## config.mk

```make
export PLATFORM = sky130hd
export DESIGN_NAME = pll_i2c_slave
export DESIGN_NICKNAME = d
export VERILOG_FILES = /design/src/rtl/pll_i2c_pkg.sv /design/src/rtl/pll_i2c_line_filter.sv /design/src/rtl/pll_i2c_datapath.sv /design/src/rtl/pll_i2c_control.sv /design/src/rtl/pll_i2c_slave.sv
export SDC_FILE = /design/constraint.sdc
export NUM_CORES = 1
export LEC_CHECK = 0
export ABC_AREA = 0
export BUFFER_PORTS_ARGS = -buffer_cell sky130_fd_sc_hd__buf_4
export CORE_ASPECT_RATIO = 0.6
export CORE_MARGIN = 2
export CORE_UTILIZATION = 40
export DETAILED_ROUTE_END_ITERATION = 6
export PLACE_DENSITY = 0.63
export SLEW_MARGIN = 40
export SYNTH_ARGS = -nofsm -noshare
export SYNTH_HDL_FRONTEND = slang
export SYNTH_HIERARCHICAL = 1
export SYNTH_SLANG_ARGS = --single-unit
```

## constraint.sdc

```tcl
create_clock -name clk -period 6.3 [get_ports clk]
set_clock_uncertainty 0.1 [all_clocks]
set_input_delay 0.315 -clock clk [delete_from_list [all_inputs] [get_ports clk]]
set_output_delay 0.315 -clock clk [all_outputs]
set_load 0.01 [all_outputs]
```

## src/rtl/pll_i2c_pkg.sv

```systemverilog
package pll_i2c_pkg;

  // Strobes from control to datapath, at most one action per cycle per field
  typedef struct packed {
    logic shiftIn;    // take one received bit
    logic holdLd;     // park first byte of a pair
    logic commitDiv;  // write divider pair
    logic commitCtl;  // write control pair
    logic loadTx;     // load status byte for transmission
    logic shiftTx;    // advance to next transmit bit
  } dpStrobe_t;

  typedef enum logic [2:0] {
    ST_IDLE,
    ST_ADDR,
    ST_ADDR_ACK,
    ST_WR_DATA,
    ST_WR_ACK,
    ST_RD_DATA,
    ST_RD_ACK,
    ST_IGNORE
  } busState_t;

endpackage

```

## src/rtl/pll_i2c_line_filter.sv

```systemverilog
module pll_i2c_line_filter #(
  parameter int SYNC_STAGES = 2,
  parameter int FILT_TAPS   = 3
) (
  input  logic clk,
  input  logic rstN,
  input  logic rawIn,
  output logic lvl,
  output logic rise,
  output logic fall
);
  localparam int ONES_W = $clog2(FILT_TAPS + 1);
  localparam logic [ONES_W-1:0] HALF = ONES_W'(FILT_TAPS / 2);

  logic [SYNC_STAGES-1:0] syncQ;
  logic [FILT_TAPS-1:0]   taps;
  logic [ONES_W-1:0]      ones;
  logic                   prevLvl;

  always_ff @(posedge clk or negedge rstN) begin
    if (!rstN) begin
      syncQ   <= '1;
      taps    <= '1;
      lvl     <= 1'b1;
      prevLvl <= 1'b1;
    end else begin
      syncQ   <= {syncQ[SYNC_STAGES-2:0], rawIn};
      taps    <= {taps[FILT_TAPS-2:0], syncQ[SYNC_STAGES-1]};
      lvl     <= (ones > HALF);
      prevLvl <= lvl;
    end
  end

  always_comb begin
    ones = '0;
    for (int i = 0; i < FILT_TAPS; i++) ones = ones + ONES_W'(taps[i]);
  end

  assign rise = lvl & ~prevLvl;
  assign fall = ~lvl & prevLvl;

endmodule

```

## src/rtl/pll_i2c_datapath.sv

```systemverilog
module pll_i2c_datapath
  import pll_i2c_pkg::*;
#(
  parameter int SYNC_STAGES = 2,
  parameter int FILT_TAPS   = 3,
  parameter int BYTE_W      = 8
) (
  input  logic                  clk,
  input  logic                  rstN,
  input  logic                  sclIn,
  input  logic                  sdaIn,
  input  logic [BYTE_W-1:0]     statusIn,
  input  dpStrobe_t             strobe,
  output logic                  sclLvl,
  output logic                  sdaLvl,
  output logic                  sclRise,
  output logic                  sclFall,
  output logic                  startDet,
  output logic                  stopDet,
  output logic [BYTE_W-1:0]     rxNext,
  output logic                  txBit,
  output logic [2*BYTE_W-1:0]   divRatio,
  output logic [2*BYTE_W-1:0]   ctlWord
);
  localparam int NLINES = 2;

  logic [NLINES-1:0] rawLines, lineLvl, lineRise, lineFall;
  logic [BYTE_W-1:0] rxShift, holdByte, txShift;

  assign rawLines = {sdaIn, sclIn};

  for (genvar g = 0; g < NLINES; g++) begin : gLine
    pll_i2c_line_filter #(
      .SYNC_STAGES(SYNC_STAGES),
      .FILT_TAPS  (FILT_TAPS)
    ) filt_i (
      .clk  (clk),
      .rstN (rstN),
      .rawIn(rawLines[g]),
      .lvl  (lineLvl[g]),
      .rise (lineRise[g]),
      .fall (lineFall[g])
    );
  end

  assign sclLvl   = lineLvl[0];
  assign sdaLvl   = lineLvl[1];
  assign sclRise  = lineRise[0];
  assign sclFall  = lineFall[0];
  assign startDet = lineFall[1] & sclLvl;
  assign stopDet  = lineRise[1] & sclLvl;
  assign rxNext   = {rxShift[BYTE_W-2:0], sdaLvl};
  assign txBit    = txShift[BYTE_W-1];

  always_ff @(posedge clk or negedge rstN) begin
    if (!rstN) begin
      rxShift  <= '0;
      holdByte <= '0;
      txShift  <= '0;
      divRatio <= '0;
      ctlWord  <= '0;
    end else begin
      if (strobe.shiftIn)   rxShift  <= rxNext;
      if (strobe.holdLd)    holdByte <= rxNext;
      if (strobe.commitDiv) divRatio <= {holdByte, rxNext};
      if (strobe.commitCtl) ctlWord  <= {holdByte, rxNext};
      if (strobe.loadTx)       txShift <= statusIn;
      else if (strobe.shiftTx) txShift <= {txShift[BYTE_W-2:0], 1'b0};
    end
  end


  pair_strobe_excl_chk: assert property (@(posedge clk) disable iff (!rstN)
    $onehot0({strobe.holdLd, strobe.commitDiv, strobe.commitCtl}));


  div_hold_chk: assert property (@(posedge clk) disable iff (!rstN)
    !strobe.commitDiv |=> $stable(divRatio));


  ctl_hold_chk: assert property (@(posedge clk) disable iff (!rstN)
    !strobe.commitCtl |=> $stable(ctlWord));

endmodule

```

## src/rtl/pll_i2c_control.sv

```systemverilog
module pll_i2c_control
  import pll_i2c_pkg::*;
#(
  parameter int BYTE_W = 8,
  parameter logic [BYTE_W-2:0] DEV_ADDR = 7'h61
) (
  input  logic              clk,
  input  logic              rstN,
  input  logic              sclLvl,
  input  logic              sdaLvl,
  input  logic              sclRise,
  input  logic              sclFall,
  input  logic              startDet,
  input  logic              stopDet,
  input  logic [BYTE_W-1:0] rxNext,
  output dpStrobe_t         strobe,
  output logic              driveAck,
  output logic              driveData
);
  localparam int CNT_W = $clog2(BYTE_W + 1);
  localparam logic [CNT_W-1:0] LAST_BIT = CNT_W'(BYTE_W - 1);
  localparam logic [CNT_W-1:0] ALL_BITS = CNT_W'(BYTE_W);

  busState_t        state, nState;
  logic [CNT_W-1:0] bitCnt, nBitCnt;
  logic pairOpen, nPairOpen, pairCtl, nPairCtl;
  logic isRead, nIsRead, hostAck, nHostAck;
  logic nDriveAck, nDriveData;

  always_comb begin
    nState     = state;
    nBitCnt    = bitCnt;
    nPairOpen  = pairOpen;
    nPairCtl   = pairCtl;
    nIsRead    = isRead;
    nHostAck   = hostAck;
    nDriveAck  = driveAck;
    nDriveData = driveData;
    strobe     = '0;

    if (stopDet) begin
      nState     = ST_IDLE;
      nDriveAck  = 1'b0;
      nDriveData = 1'b0;
    end else if (startDet) begin
      nState     = ST_ADDR;
      nBitCnt    = '0;
      nPairOpen  = 1'b0;
      nDriveAck  = 1'b0;
      nDriveData = 1'b0;
    end else begin
      unique case (state)
        ST_ADDR: if (sclRise) begin
          strobe.shiftIn = 1'b1;
          if (bitCnt == LAST_BIT) begin
            nBitCnt = '0;
            if (rxNext[BYTE_W-1:1] == DEV_ADDR) begin
              nIsRead = rxNext[0];
              nState  = ST_ADDR_ACK;
            end else begin
              nState  = ST_IGNORE;
            end
          end else begin
            nBitCnt = bitCnt + 1'b1;
          end
        end
        ST_ADDR_ACK, ST_WR_ACK: if (sclFall) begin
          if (!driveAck) begin
            nDriveAck = 1'b1;
          end else begin
            nDriveAck = 1'b0;
            nBitCnt   = '0;
            if (state == ST_ADDR_ACK && isRead) begin
              strobe.loadTx = 1'b1;
              nDriveData    = 1'b1;
              nState        = ST_RD_DATA;
            end else begin
              nState = ST_WR_DATA;
            end
          end
        end
        ST_WR_DATA: if (sclRise) begin
          strobe.shiftIn = 1'b1;
          if (bitCnt == LAST_BIT) begin
            nBitCnt = '0;
            nState  = ST_WR_ACK;
            if (!pairOpen) begin
              strobe.holdLd = 1'b1;
              nPairOpen     = 1'b1;
              nPairCtl      = rxNext[BYTE_W-1];
            end else begin
              strobe.commitCtl = pairCtl;
              strobe.commitDiv = ~pairCtl;
              nPairOpen        = 1'b0;
            end
          end else begin
            nBitCnt = bitCnt + 1'b1;
          end
        end
        ST_RD_DATA: begin
          if (sclRise) nBitCnt = bitCnt + 1'b1;
          else if (sclFall) begin
            if (bitCnt == ALL_BITS) begin
              nDriveData = 1'b0;
              nBitCnt    = '0;
              nState     = ST_RD_ACK;
            end else begin
              strobe.shiftTx = 1'b1;
            end
          end
        end
        ST_RD_ACK: begin
          if (sclRise) nHostAck = ~sdaLvl;
          else if (sclFall) begin
            if (hostAck) begin
              strobe.loadTx = 1'b1;
              nDriveData    = 1'b1;
              nState        = ST_RD_DATA;
            end else begin
              nState = ST_IGNORE;
            end
          end
        end
        default: ;
      endcase
    end
  end

  always_ff @(posedge clk or negedge rstN) begin
    if (!rstN) begin
      state     <= ST_IDLE;
      bitCnt    <= '0;
      pairOpen  <= 1'b0;
      pairCtl   <= 1'b0;
      isRead    <= 1'b0;
      hostAck   <= 1'b0;
      driveAck  <= 1'b0;
      driveData <= 1'b0;
    end else begin
      state     <= nState;
      bitCnt    <= nBitCnt;
      pairOpen  <= nPairOpen;
      pairCtl   <= nPairCtl;
      isRead    <= nIsRead;
      hostAck   <= nHostAck;
      driveAck  <= nDriveAck;
      driveData <= nDriveData;
    end
  end


  shift_on_rise_chk: assert property (@(posedge clk) disable iff (!rstN)
    strobe.shiftIn |-> sclRise);


  load_while_low_chk: assert property (@(posedge clk) disable iff (!rstN)
    strobe.loadTx |-> !sclLvl);


  ack_slot_only_chk: assert property (@(posedge clk) disable iff (!rstN)
    driveAck |-> (state == ST_ADDR_ACK || state == ST_WR_ACK));


  ignore_silent_chk: assert property (@(posedge clk) disable iff (!rstN)
    (state == ST_IGNORE) |-> !(driveAck || driveData));

endmodule

```

## src/rtl/pll_i2c_slave.sv

```systemverilog
module pll_i2c_slave
  import pll_i2c_pkg::*;
#(
  parameter int BYTE_W      = 8,
  parameter logic [BYTE_W-2:0] DEV_ADDR = 7'h61,
  parameter int SYNC_STAGES = 2,
  parameter int FILT_TAPS   = 3
) (
  input  logic                clk,
  input  logic                rstN,
  input  logic                sclIn,
  input  logic                sdaIn,
  input  logic [BYTE_W-1:0]   statusIn,
  output logic                sdaPullLow,
  output logic [2*BYTE_W-1:0] divRatio,
  output logic [2*BYTE_W-1:0] ctlWord
);
  dpStrobe_t         strobe;
  logic              sclLvl, sdaLvl, sclRise, sclFall, startDet, stopDet;
  logic              txBit, driveAck, driveData;
  logic [BYTE_W-1:0] rxNext;

  pll_i2c_datapath #(
    .SYNC_STAGES(SYNC_STAGES),
    .FILT_TAPS  (FILT_TAPS),
    .BYTE_W     (BYTE_W)
  ) dp_i (
    .clk(clk), .rstN(rstN), .sclIn(sclIn), .sdaIn(sdaIn),
    .statusIn(statusIn), .strobe(strobe),
    .sclLvl(sclLvl), .sdaLvl(sdaLvl), .sclRise(sclRise), .sclFall(sclFall),
    .startDet(startDet), .stopDet(stopDet), .rxNext(rxNext), .txBit(txBit),
    .divRatio(divRatio), .ctlWord(ctlWord)
  );

  pll_i2c_control #(
    .BYTE_W  (BYTE_W),
    .DEV_ADDR(DEV_ADDR)
  ) ctl_i (
    .clk(clk), .rstN(rstN), .sclLvl(sclLvl), .sdaLvl(sdaLvl),
    .sclRise(sclRise), .sclFall(sclFall), .startDet(startDet),
    .stopDet(stopDet), .rxNext(rxNext), .strobe(strobe),
    .driveAck(driveAck), .driveData(driveData)
  );

  assign sdaPullLow = driveAck | (driveData & ~txBit);


  sda_moves_low_chk: assert property (@(posedge clk) disable iff (!rstN)
    !$stable(sdaPullLow) |-> !sclLvl);

endmodule

```

==> impl_metrics.json, run 1 <==
{
  "outcome": "finished clean",
  "synth_cell_type_count": 43,
  "synth_top_family_by_area": "multiplexers",
  "worstReg2RegStart": "dp_i/gLine[0].filt_i/lvl",
  "startpoint": "dp_i/gLine[0].filt_i/lvl",
  "drive_above_1_share_pct": 42.1,
  "async_reset_ff_share_pct": 100,
  "cts_buffer_depth": 2,
  "cp-start-kind": "flip-flop",
  "critPathRequiredTime_ns": 6.42,
  "syn_nets": 297,
  "fmax_ghz": 0.358,
  "period_share_pct": 44.4,
  "ys_seq_area_share_pct": 55.6,
  "grt_pass1_wl_um": 12400,
  "insertion_delay_ns": 0.33,
  "drc": 0,
  "globalRouteOverflowTotal": 0,
  "routed_wl_um": 7260,
  "htreeDepth": 3,
  "io_buffers": 44,
  "cts_buffers": 9,
  "hold_viol_final": 0,
  "drv_slew": 0,
  "worstMarginPinSlew_ns": 0.726,
  "ys_seq_elements": 82,
  "grt_use_met1_pct": 24.7,
  "antenna_left": 0,
  "synth_compound_area_share_pct": 7.93,
  "avgSynthCellArea_um2": 13.3,
  "grt_pass1_vias": 2298,
  "hold_class": "in -> reg",
  "cts_setup_buffers": 0,
  "synth_flop_cell": "dfrtp_1",
  "grt_usage_pct": 15.9,
  "p_total_w": 0.00154,
  "yosys.area_share.xor_xnor_pct": 0.470,
  "insertedDiodeCount": 0,
  "fin_setup_tns_ns": 0,
  "stdcell_count": 444,
  "gp_congestion": 0.904,
  "top_usage_layer": "met1",
  "hpwl_um": 4720,
  "tritoncts": "built",
  "cp_data_arrival_time_ns": 2.92,
  "rsz0062_at_grt": "false",
  "leakage_nw": 2.04,
  "synth_edf_count": 0,
  "cp-end-kind": "flip-flop",
  "grt_util_met3_pct": 5.32,
  "antenna_found_initial": 0,
  "path_class": "reg -> reg",
  "grtUsageMet2_pct": 20.6,
  "rows": 27,
  "slew_headroom_pct": 51.6,
  "routed_via_density": 5.20,
  "cts_resized": 0,
  "worstHoldStart": "statusIn[3]",
  "nets": 340,
  "hold_buffers": 3,
  "peakVddDrop_uv": 159,
  "die_x_um": 129,
  "synthSimpleGateAreaFrac_pct": 9.98,
  "first_pass_iters": 4,
  "area.growth.synth_to_final_pct": 19.1,
  "power.density_nw_per_um2": 347,
  "clk_pin_slew_ns": 0.06,
  "finalSetupViolations": 0,
  "route.vias.total": 2309,
  "core_um2": 9120,
  "synth_cells": 281,
  "initial_core_util_pct": 40.8,
  "fin_crit_ns": 2.80,
  "ioPinCount": 45,
  "drt_iter0_drc": 177,
  "synth_mux_area_share_pct": 19.9,
  "place_inst": 426,
  "wl_per_cell_um": 16.3,
  "dieArea_um2": 10100,
  "crit_path_max_fanout": 16,
  "cts_root_buf": "clkbuf_16",
  "fp.dieH_um": 78.7,
  "cts.sinks": 82,
  "grt_max_degree": 83,
  "synth_warnings": 6,
  "syn-cell-area_um2": 3720,
  "cap_violations": 0,
  "synth_fa_ha_area_share_pct": 1.34,
  "fill_cells": 789
}
worst max-delay path, cell delays in order, from the launching register on:
cell	delay [ns]
dfstp_2	0.55
and2b_2	0.24
nand2_1	0.11
nor3_2	0.38
nand4_1	0.29
nor2_4	0.60
mux2_2	0.41
worst paths after layout:
check                                           endpoint  slack, ns  cells after the start
max                                      dp_i/ctlWord[4]       3.50                      6
min                                      dp_i/txShift[3]       0.08                      3
max reg2reg                              dp_i/ctlWord[4]       3.50                      6
min reg2reg                dp_i/gLine[0].filt_i/syncQ[1]       0.26                      0
max in group asynchronous               dp_i/ctlWord[15]       5.12                      2
min in group asynchronous               dp_i/divRatio[9]       0.49                      2
state kept, by name, summed over array words and instances (netlist names):
name and flops:
dp_i/gLine.filt_i/syncQ 4, ctl_i/bitCnt 4, ctl_i/hostAck 1, dp_i/ctlWord 16, ctl_i/pairOpen 1, ctl_i/driveAck 1
dp_i/txShift 8, dp_i/rxShift 7, dp_i/gLine.filt_i/lvl 2, ctl_i/isRead 1, dp_i/gLine.filt_i/taps 6, ctl_i/pairCtl 1
dp_i/divRatio 16, ctl_i/state 3, ctl_i/driveData 1, dp_i/holdByte 8, dp_i/gLine.filt_i/prevLvl 2
layout by cell type (no fill, tap or decap), types with 2 or more instances in the layout:
cell,n
and2_1,2
a21oi_1,9
nand3_1,5
mux2_4,23
nand3b_1,4
nor3_1,2
o21ai_0,15
o41ai_1,2
and2b_2,2
mux2i_1,7
a211oi_1,2
nor2_4,2
nor3b_1,3
mux2_2,29
dlygate4sd3_1,3
ha_1,4
a21o_1,5
a211o_1,2
nor3_2,3
o31ai_1,2
buf_4,44
bufinv_16,2
nand2_1,13
nor2_1,10
inv_1,10
dfrtp_1,68
clkbuf_16,9
nand2b_1,4
clkinv_2,3
xnor2_1,2
nor2b_1,7
dfstp_2,14
synth_stat cells (2+ instances only):
cell type | n | share of area [%]
mux2_4 | 23 | 9.3
xnor2_1 | 2 | 0.47
nor3_1 | 3 | 0.40
buf_6 | 4 | 1.2
nor2b_1 | 7 | 1.2
mux2i_1 | 7 | 1.9
mux2_2 | 29 | 8.8
o31ai_1 | 2 | 0.40
a211oi_1 | 2 | 0.40
and2b_2 | 2 | 0.47
nor3_2 | 3 | 0.81
buf_12 | 2 | 1.1
nor2_1 | 12 | 1.2
inv_1 | 10 | 1.0
o41ai_1 | 2 | 0.47
nand3b_1 | 4 | 0.81
nand2b_1 | 4 | 0.67
nor3b_1 | 3 | 0.60
buf_4 | 3 | 0.60
ha_1 | 4 | 1.3
dfstp_2 | 14 | 9.9
nand2_1 | 13 | 1.3
o21ai_0 | 15 | 2.0
a211o_1 | 2 | 0.47
nand3_1 | 5 | 0.67
a21o_1 | 5 | 1.0
dfrtp_1 | 68 | 46
and2_1 | 2 | 0.34
buf_2 | 6 | 0.81
a21oi_1 | 10 | 1.3
report_power, final:
part	internal, W	switching, W	total (W)
combinational	0.000152	0.000150	0.000302
clock	0.000342	0.000202	0.000545
sequential	0.000592	0.000102	0.000694
metrics by stage:
step	hold WS (ns)	util (%)	setup slack (ns)	area [um^2]
final	0.0805	48.7	3.50	4440
after floorplan	-0.0806	-	4.04	3720
after global placement	0.250	44.6	3.40	4070
after detailed placement	0.249	44.9	3.50	4090
after global routing	0.0697	48.7	3.36	4440
after CTS	0.0662	48.6	3.50	4430
cells by family after synthesis:
kind of cell,after synthesis
mux,59
buf+inv,26
simple gates,65
xor+xnor,2
compound gates,43
flops,82
fa+ha+maj,4
area by class of cell:
class | count | area, um^2 | area share [%]
flip-flops and latches | 82 | 2070 | 46.6
multi-input cells | 173 | 1510 | 33.9
repair buffers | 48 | 372 | 8.37
clock buffers | 9 | 225 | 5.07
well taps | 116 | 145 | 3.27
clock inverters | 6 | 82.6 | 1.86
inverters | 10 | 37.5 | 0.846
per-layer routing:
metal	up-vias	wire length, um
li1	1077	-
met1	1152	3870
met2	70	2830
met3	10	466
met4	0	91
met5	-	0
Note: power is estimated with default switching activity, not from simulation.
==> run 2, diff against run 1 <==
- PLACE_DENSITY: 0.63 -> 0.66
- clock period: 6.3 -> 2.3 ns (I/O delays scaled with it)
==> run 2 against run 1 <==
Net effect: wire length rose by 5.3%; sequential share of layout area fell by 3.1 points; first-iteration DRC count fell by 39%; critical path depth rose by 2; setup slack got worse by 3.5 ns; clock-buffer cell count rose by 5; cell count rose by 7.4%; critical path type unchanged; largest cell class unchanged.
==> impl_metrics.json, run 2 (same netlist as run 1, synthesis figures left out) <==
{
  "combPwrFrac_pct": 23.8,
  "antenna_found_initial": 0,
  "cts_root_buf": "clkbuf_16",
  "fin_crit_ns": 2.25,
  "insertion_delay_ns": 0.33,
  "rr_worst_depth": 8,
  "cp-start-kind": "flip-flop",
  "insertedDiodeCount": 0,
  "worstReg2RegStart": "dp_i/gLine[1].filt_i/lvl",
  "htreeDepth": 3,
  "hold_class": "in -> async",
  "place_ws_ns": -0.0357,
  "outcome": "finished clean",
  "drive_above_1_share_pct": 46.3,
  "drt_iter0_drc": 108,
  "p_int_w": 0.00303,
  "grt_usage_pct": 16.2,
  "cts_buffers": 9,
  "worstMarginPinSlew_ns": 0.479,
  "antenna_left": 0,
  "nets": 372,
  "fin_setup_tns_ns": 0,
  "cp_data_arrival_time_ns": 2.37,
  "drv_slew": 0,
  "die_x_um": 129,
  "first_pass_iters": 4,
  "reg2reg_slack_ns": 0.05,
  "cts.sinks": 82,
  "p_total_w": 0.00432,
  "grt_pass1_vias": 2380,
  "cts_buffer_depth": 2,
  "slew_headroom_pct": 68.0,
  "clk_pin_slew_ns": 0.06,
  "finalSetupViolations": 0,
  "power.density_nw_per_um2": 909,
  "hold_viol_final": 0,
  "wl_per_cell_um": 16.0,
  "critPathRequiredTime_ns": 2.42,
  "cap_violations": 0,
  "seq_power_share_pct": 42.8,
  "switching_share_pct": 29.9,
  "grt_max_degree": 52,
  "tritoncts": "built",
  "cp-end-kind": "flip-flop",
  "switching_power_w": 0.00129,
  "peakVddDrop_uv": 377,
  "core_um2": 9120,
  "final_cell_mix": "68 x dfrtp_1, 65 x buf_4, 29 x mux2_2",
  "fp.dieH_um": 78.7,
  "io_buffers": 44,
  "stdcell_count": 477,
  "hpwl_um": 5100,
  "reg2reg_to": "ctl_i/state[1]",
  "setup_ws_ns": 0.0467,
  "rows": 27,
  "period_share_pct": 98.0,
  "routed_wl_um": 7640,
  "placed_cell_area_um2": 4240,
  "leakage_nw": 2.22,
  "grt_pass1_wl_um": 12400,
  "gp_congestion": 0.922,
  "globalRouteOverflowTotal": 0,
  "drc": 0,
  "path_class": "reg -> reg",
  "layout.cell_area.non_filler_um2": 4750,
  "dieArea_um2": 10100,
  "ioPinCount": 45,
  "reg_top3": "dp_i/ctlWord (16), dp_i/divRatio (16)",
  "route.vias.total": 2389,
  "place_inst": 443,
  "clkPwrFrac_pct": 33.5,
  "area.growth.synth_to_final_pct": 27.6,
  "fmax_ghz": 0.444,
  "routed_via_density": 5.01,
  "crit_path_max_fanout": 5,
  "initial_core_util_pct": 40.8,
  "final_common_cell": "dfrtp_1"
}
-- run 2: cell count changes in the layout (fill, tap and decap cells not counted), moves of 3 or more --
cell	previous run	this run
buf_4	44	65
dlygate4sd3_1	3	11
buf_12	0	3
nor2_2	0	3
-- run 2: layer usage --
layer,GRT usage (%),vias to the layer above,part of all wire [%]
met4,6.52,0,1.4
li1,-,1141,-
met5,0,-,0
met2,21.2,69,41
met3,4.58,6,5.3
met1,24.7,1173,53
-- run 2: worst max-delay path by stage --
stage | from | to
6_report | dp_i/gLine[1].filt_i/lvl | ctl_i/state[1]
5_1_grt | ctl_i/bitCnt[0] | dp_i/divRatio[12]
4_1_cts | dp_i/gLine[1].filt_i/prevLvl | ctl_i/state[1]
3_5_place_dp | dp_i/gLine[1].filt_i/prevLvl | ctl_i/state[1]
3_3_place_gp | dp_i/gLine[1].filt_i/prevLvl | ctl_i/state[0]
2_1_floorplan | dp_i/gLine[1].filt_i/prevLvl | ctl_i/state[0]
-- run 2: worst max-delay path, stage by stage, from the launching register on --
cell	delay (ns)
dfstp_2	0.57
and2b_2	0.14
and2_2	0.18
nor2_2	0.06
buf_4	0.14
and4_1	0.24
nor3_4	0.26
o31ai_4	0.14
mux2_4	0.31
-- run 2: final cells by class --
cell class,instances,area [um^2]
fill,793,4370
sequential,82,2070
multi-input combinational,173,1520
timing repair buffer,80,669
clock buffer,14,297
tap,116,145
inverter,10,37.5
clock inverter,2,13.8
-- run 2: power groups by stage --
stage / logic (W) / registers, W / clock network, W
global placement: 0.000907 / 0.00186 / 0
floorplan: 0.000786 / 0.00175 / 0
detailed placement: 0.000927 / 0.00186 / 0
global route: 0.00113 / 0.00187 / 0.00155
CTS: 0.000951 / 0.00184 / 0.00150
finish: 0.00103 / 0.00185 / 0.00145
-- run 2: stage by stage --
stage                     hold WS [ns]  utilization (%)
after floorplan                 -0.281                -
after global placement         -0.0305             46.4
after detailed placement       -0.0215             46.4
after CTS                        0.158             51.2
after global routing             0.186             52.1
final                            0.157             52.1
-- run 2: timing repair --
item	4_1_cts	5_1_grt
setup buffers	1	6
gates resized for setup	1	11
pin swaps	0	6
hold buffers	11	0
hold endpoints to repair	41	0
endpoints found under the setup margin	4	17
